File: config.mk
export PLATFORM = sky130hd
export DESIGN_NAME = obs_selftest_reg
export DESIGN_NICKNAME = d
export VERILOG_FILES = /design/src/rtl/obs_pkg.sv /design/src/rtl/obs_mode_dec.sv /design/src/rtl/obs_next_net.sv /design/src/rtl/obs_state_reg.sv /design/src/rtl/obs_selftest_reg.sv
export SDC_FILE = /design/constraint.sdc
export NUM_CORES = 1
export LEC_CHECK = 0
export CORE_AREA = 5 5 42 44
export DETAILED_ROUTE_END_ITERATION = 12
export DIE_AREA = 0 0 47 49
export PLACE_DENSITY_LB_ADDON = 0.08
export SYNTH_ARGS = -nofsm -noshare
export SYNTH_HDL_FRONTEND = slang
export SYNTH_SLANG_ARGS = --single-unit
export TNS_END_PERCENT = 5
File: constraint.sdc
create_clock -name clk -period 1.6 [get_ports clk]
set_clock_uncertainty 0.2 [all_clocks]
set_input_delay 0.24 -clock clk [delete_from_list [all_inputs] [get_ports clk]]
set_output_delay 0.24 -clock clk [all_outputs]
set_load 0.005 [all_outputs]
File: src/rtl/obs_pkg.sv
`timescale 1ns/1ps
package obs_pkg;

  // Register width is fixed at four stages.
  localparam int unsigned OBS_W = 4;

  // Feedback mask for 1 + x + x^4: bit 0 is fed through the first-stage
  // multiplexer, the remaining set bits are XOR taps inside the chain.
  localparam logic [OBS_W-1:0] OBS_TAPS = 4'b0011;

  typedef enum logic [1:0] {
    MODE_SHIFT = 2'b00,
    MODE_CLEAR = 2'b01,
    MODE_SIG   = 2'b10,
    MODE_LOAD  = 2'b11
  } obs_mode_e;

  typedef struct packed {
    logic load;
    logic shift;
    logic sig;
    logic clear;
  } obs_sel_t;

  // Move every stage one place upward, inserting a new bit at stage 0.
  function automatic logic [OBS_W-1:0] obs_chain_shift(
    input logic [OBS_W-1:0] cur,
    input logic             first
  );
    return {cur[OBS_W-2:0], first};
  endfunction

  // Fold parallel inputs into an already shifted chain, adding the
  // feedback bit at the inner tap positions.
  function automatic logic [OBS_W-1:0] obs_fold(
    input logic [OBS_W-1:0] shifted,
    input logic [OBS_W-1:0] din,
    input logic             fb,
    input logic [OBS_W-1:0] inner_taps
  );
    return shifted ^ din ^ (inner_taps & {OBS_W{fb}});
  endfunction

endpackage

File: src/rtl/obs_mode_dec.sv
`timescale 1ns/1ps
module obs_mode_dec
  import obs_pkg::*;
(
  input  logic [1:0] mode_i,
  output obs_sel_t   sel_o
);

  always_comb begin
    sel_o = '0;
    unique case (obs_mode_e'(mode_i))
      MODE_LOAD:  sel_o.load  = 1'b1;
      MODE_SHIFT: sel_o.shift = 1'b1;
      MODE_SIG:   sel_o.sig   = 1'b1;
      MODE_CLEAR: sel_o.clear = 1'b1;
      default:    sel_o       = '0;
    endcase
  end

endmodule

File: src/rtl/obs_next_net.sv
`timescale 1ns/1ps
module obs_next_net
  import obs_pkg::*;
#(
  parameter logic [OBS_W-1:0] TAPS = OBS_TAPS
) (
  input  logic [OBS_W-1:0] q_i,
  input  logic [OBS_W-1:0] d_i,
  input  logic             scan_in_i,
  input  obs_sel_t         sel_i,
  output logic             chain_in_o,
  output logic [OBS_W-1:0] nxt_o
);

  localparam int unsigned W = OBS_W;
  // Bit 0 of the mask is served by the first-stage multiplexer.
  localparam logic [W-1:0] INNER = {TAPS[W-1:1], 1'b0};

  logic             fb_bit;
  logic [W-1:0]     shifted;
  logic [W-1:0]     sig_next;

  assign fb_bit     = q_i[W-1];
  // First-stage multiplexer: scan input or top-stage feedback.
  assign chain_in_o = sel_i.sig ? fb_bit : scan_in_i;
  assign shifted    = obs_chain_shift(q_i, chain_in_o);
  assign sig_next   = obs_fold(shifted, d_i, fb_bit, INNER);

  always_comb begin
    nxt_o = '0;
    unique case (1'b1)
      sel_i.load:  nxt_o = d_i;
      sel_i.shift: nxt_o = shifted;
      sel_i.sig:   nxt_o = sig_next;
      sel_i.clear: nxt_o = '0;
      default:     nxt_o = '0;
    endcase
  end

endmodule

File: src/rtl/obs_state_reg.sv
`timescale 1ns/1ps
module obs_state_reg #(
  parameter int unsigned W = 4
) (
  input  logic         clk,
  input  logic         rst_n,
  input  logic [W-1:0] nxt_i,
  output logic [W-1:0] q_o
);

  for (genvar i = 0; i < W; i++) begin : g_stage
    always_ff @(posedge clk or negedge rst_n) begin
      if (!rst_n) q_o[i] <= 1'b0;
      else        q_o[i] <= nxt_i[i];
    end
  end

endmodule

File: src/rtl/obs_selftest_reg.sv
`timescale 1ns/1ps
module obs_selftest_reg
  import obs_pkg::*;
(
  input  logic             clk,
  input  logic             rst_n,
  input  logic [1:0]       mode,
  input  logic [OBS_W-1:0] d,
  input  logic             scan_in,
  output logic [OBS_W-1:0] q,
  output logic             scan_out
);

  obs_sel_t         sel;
  logic             sel_load;
  logic             sel_shift;
  logic             sel_sig;
  logic             sel_clear;
  logic             chain_in;
  logic [OBS_W-1:0] nxt;

  obs_mode_dec u_dec (
    .mode_i (mode),
    .sel_o  (sel)
  );

  assign sel_load  = sel.load;
  assign sel_shift = sel.shift;
  assign sel_sig   = sel.sig;
  assign sel_clear = sel.clear;

  obs_next_net #(.TAPS(OBS_TAPS)) u_net (
    .q_i        (q),
    .d_i        (d),
    .scan_in_i  (scan_in),
    .sel_i      (sel),
    .chain_in_o (chain_in),
    .nxt_o      (nxt)
  );

  obs_state_reg #(.W(OBS_W)) u_reg (
    .clk   (clk),
    .rst_n (rst_n),
    .nxt_i (nxt),
    .q_o   (q)
  );

  assign scan_out = q[OBS_W-1];

endmodule

After elaboration in Yosys (flattened, before gate mapping)
Index checks and enable logic that the tools add are counted.
{ "word_totals": {"in_bits": 9, "register_bits": 4, "output_inout_bits": 5, "elab_cells": 14} }
{ "classes": {"n_reduce_logical": 1, "mux": 5, "eq_ne": 2, "bitwise": 2} }
{ "ops": {"columns": ["cell", "n"], "rows": [
  ["case mux 4 bit (3 select lines)", 1],
  ["== test 2 bit (second input constant)", 2],
  ["2-to-1 mux 1 bit", 4],
  ["XOR 4 x 2 -> 4 bit", 1],
  ["XOR 4 bit", 1],
  ["zero test 2 bit", 1]
]} }

Logic depth before layout (Yosys ltp)
{ "depth": {"depth_word": 6, "mapped_depth": 3, "depth_no_buf": 3} }

By module
From an unflattened synthesis, not the netlist that was laid out.
{ "hier_totals": {"cells_unflattened": 26, "area_unflattened_um2": 250.2} }
{ "modules_own_cells": {"columns": ["module", "n_inst", "area_each_um2", "seq_area_each_um2", "cells_each"], "rows": [
  ["obs_next_net", 1, 116.4, 0.0, 17],
  ["obs_state_reg", 1, 100.1, 100.1, 4],
  ["obs_mode_dec", 1, 26.3, 0.0, 4],
  ["obs_selftest_reg", 1, 7.5, 0.0, 1]
]} }

Worst setup path before layout
No wires, ideal clock.
{ "synth_timing": {"path_kind": "register to register", "start": "register u_reg.q_o[3]", "end": "register u_reg.q_o[1]", "arrival_time_ps": 934, "required_time_ps": 1299, "n_path_buf": 0, "slack_ps": 365, "setup_ps": 101, "synth_period_minus_slack_ps": 1235, "stages_incl_launch_ff": 4, "cell_sequence": "dfrtp_1 > nand2b_1 > mux2_2 > o311ai_2"} }
{ "synth_via": {"elab_chain_len": 2} }
{ "synth_lines": {"columns": ["element", "line", "rtl"], "rows": [
  ["start, declared", "obs_state_reg.sv:8", "output logic [W-1:0] q_o"],
  ["start signal, assigned by index", "obs_state_reg.sv:14", "else q_o[i] <= nxt_i[i];"],
  ["XOR 4 x 2 -> 4 bit", "obs_pkg.sv:41", "return shifted ^ din ^ (inner_taps & {OBS_W{fb}});"],
  ["case mux 4 bit (3 select lines)", "obs_next_net.sv:31", "unique case (1'b1)"],
  ["named net nxt[1]", "obs_selftest_reg.sv:20", "logic [OBS_W-1:0] nxt;"]
]} }
The timed path passes the listed nets, and every way through them passes these cells.

Worst setup path after layout
{ "layout_timing": {"start": "register u_reg.q_o[3]", "end": "output port q[3]"} }
{ "layout_rtl": {"columns": ["element", "line", "rtl"], "rows": [
  ["end, declared", "obs_selftest_reg.sv:10", "output logic [OBS_W-1:0] q,"]
]} }
No word-level cell between the ends.

==> results.sh <==
export IMPL_vias=252
export IMPL_top_register="u_reg.q_o"
export IMPL_worstSetupPathType="reg2out"
export IMPL_port_buffers=13
export IMPL_vdd_drop_max_uv=381.6
export IMPL_place_inst=54
export IMPL_p_sw_frac=0.2515
export IMPL_grt_use_met3=0.06642
export IMPL_gp_congestion=0.7087
export IMPL_reg_top3="u_reg.q_o x4"
export IMPL_placementRows=14
export IMPL_clk_latency_ns=0.24
export IMPL_power_switching_mw=0.09185
export IMPL_worst_pin_slew_ns=0.2492
export IMPL_ys_types=15
export IMPL_diodes=0
export IMPL_drv_cap=0
export IMPL_clockRootBuffer="clkbuf_4"
export IMPL_antenna_found_initial=0
export IMPL_top_usage_layer="met2"
export IMPL_finalHoldViolations=0
export IMPL_grt_pass1_vias=236
export IMPL_overflow=0
export IMPL_synth_top_cell_by_area="dfrtp_1"
export IMPL_power_density_nw_per_um2=843.5
export IMPL_cts_path_max_buffers=2
export IMPL_ys_seq_area_frac=0.4211
export IMPL_wl_um=662
export IMPL_startpoint_type="flop"
export IMPL_final_cell_mix="clkdlybuf4s50_1, buf_4, clkbuf_4, dfrtp_1"
export IMPL_crit_path_end_kind="output port"
export IMPL_cp_max_fo=3
export IMPL_wire_per_inst_um=11.41
export IMPL_postSynthNetCount=32
export IMPL_drcViolationCount=0
export IMPL_layout_cells_non_filler=58
export IMPL_cts_max_level=1
export IMPL_crit_path_top_delay_cell="clkdlybuf4s50_1"
export IMPL_cts_sinks=4
export IMPL_cts_clk_slew_worst_paths_ns=0.04
export IMPL_postCtsHoldBufs=0
export IMPL_power_total_mw=0.3652
export IMPL_dp_hpwl_um=523.6
export IMPL_syn_avg_cell_area_um2=10.34
export IMPL_pin_count=14
export IMPL_largest_reg_flops=4
export IMPL_drt_iter0_markers=8
export IMPL_core_area_um2=1401
export IMPL_slew_headroom=0.8336
export IMPL_min_period_over_period=0.9654
export IMPL_dieHeight_um=49
export IMPL_grtUsageMet1=0.06874
export IMPL_cp_top_family="buffers and inverters"
export IMPL_fin_crit_ns=1.545
export IMPL_numCtsBuffers=3
export IMPL_internal_power_mw=0.2733
export IMPL_final_util=0.3089
export IMPL_rsz0062_at_grt="no"
export IMPL_ys_top_cells_by_area="dfrtp_1, and2b_2, xnor2_1, o311ai_2, mux2_2"
export IMPL_slowest_delay_ns=0.50
export IMPL_clock_power_share=0.360
export IMPL_p_leak_nw=0.1887
export IMPL_synth_warnings=0
export IMPL_avgViaCountPerCell=4.345
export IMPL_grtUsageTotal=0.07133
export IMPL_ys_ff_latch=4
export IMPL_worst_hold_path_type="in2async"
export IMPL_critical_path_buf_inv_count=1
export IMPL_grt_max_degree=8
export IMPL_worstPathCellList="clkdlybuf4s50_1"
export IMPL_drive_above_1_share=0.3095
export IMPL_netlist_area_um2=237.7
export IMPL_yosysTopAreaCellShare=0.4211
export IMPL_status="completed"
export IMPL_start_util=0.1696
export IMPL_die_area_um2=2303
export IMPL_final_common_cell="clkdlybuf4s50_1"
export IMPL_synthCells=23
export IMPL_sequentialPowerShare=0.342
export IMPL_nets=53
export IMPL_setup_violations=0
export IMPL_ant_nets=0
export IMPL_drt_pass1_iterations=4
export IMPL_met2_usage=0.09050
export IMPL_fmax_mhz=647.4
export IMPL_worstPathRequired_ns=1.16
export IMPL_grt_pass1_wl_mm=1.021
export IMPL_chipWidth_um=47
export IMPL_syn_to_final_growth_pct=82.11
export IMPL_maxSlewViolCount=0
export IMPL_cts_tree="done"
export IMPL_critPathArrivalTime_ns=1.10
export IMPL_pwr_share_comb=0.298
-- power by group through the flow --
stage | sequential [mW] | combinational, mW | clock (mW)
4_1_cts | 0.126 | 0.111 | 0.136
6_report | 0.125 | 0.109 | 0.131
3_3_place_gp | 0.129 | 0.103 | 0
2_1_floorplan | 0.128 | 0.0373 | 0
5_1_grt | 0.127 | 0.118 | 0.146
3_5_place_dp | 0.130 | 0.103 | 0
-- kinds of logic (layout without fill, tap and decap cells) --
kind of cell | after synthesis | in the layout | share of synthesized area
simple gates | 9 | 9 | 0.2422
compound gates | 5 | 5 | 0.1684
flops | 4 | 4 | 0.4211
xor+xnor | 2 | 2 | 0.07370
buf+inv | 2 | 21 | 0.04737
mux | 1 | 1 | 0.04737
-- final timing paths --
check | depth (start not counted) | to | slack (ns) | from
hold reg to reg | 2 | u_reg.q_o[2] | 0.38 | u_reg.q_o[1]
setup / recovery | 1 | q[3] | 0.06 | u_reg.q_o[3]
max in group asynchronous | 1 | u_reg.q_o[3] | 1.01 | rst_n
min in group clk | 3 | u_reg.q_o[2] | 0.37 | d[2]
hold / removal | 1 | u_reg.q_o[3] | 0.0006 | rst_n
setup reg to reg | 4 | u_reg.q_o[1] | 0.21 | u_reg.q_o[3]
-- through the flow --
stage          area (um^2)   TNS, ns  hold WS, ns  worst slack [ns]
2_1_floorplan        237.7         0      -0.2556            0.3650
3_3_place_gp         402.9  -0.02031       0.2546          -0.02031
3_5_place_dp         402.9  -0.02411       0.2626          -0.02411
4_1_cts              432.9         0     0.006092           0.03547
5_1_grt              432.9         0     0.007215           0.01174
6_report             432.9         0    0.0006361           0.05531
-- what timing repair did --
item / 4_1_cts / 5_1_grt
endpoints found under the setup margin: 3 / 0
gates resized for setup: 2 / 0
setup buffers: 1 / 0
-- final cells by class --
cell class,count,area [um^2]
tap,16,20.02
clock buffer,3,22.52
inverter,1,3.754
multi-input combinational,17,126.4
fill,159,968.4
sequential,4,101.3
timing repair buffer,17,158.9
-- metal layers --
layer / share of wire / vias up / routed length [um]
met3: 0.12 / 2 / 79
li1: - / 119 / -
met1: 0.37 / 118 / 247
met5: 0 / - / 0
met2: 0.47 / 13 / 312
met4: 0.035 / 0 / 23
-- Yosys cell counts --
| master | instances |
|---|---|
| nand3b_1 | 1 |
| and3b_1 | 1 |
| nand3_1 | 2 |
| o21ai_0 | 2 |
| a21o_2 | 1 |
| buf_4 | 1 |
| nand2b_1 | 1 |
| nand2_1 | 2 |
| and2b_2 | 2 |
| xnor2_1 | 2 |
| o311ai_2 | 1 |
| a21oi_1 | 1 |
| inv_1 | 1 |
| mux2_2 | 1 |
| dfrtp_1 | 4 |
(Power assumes the default switching activity.)
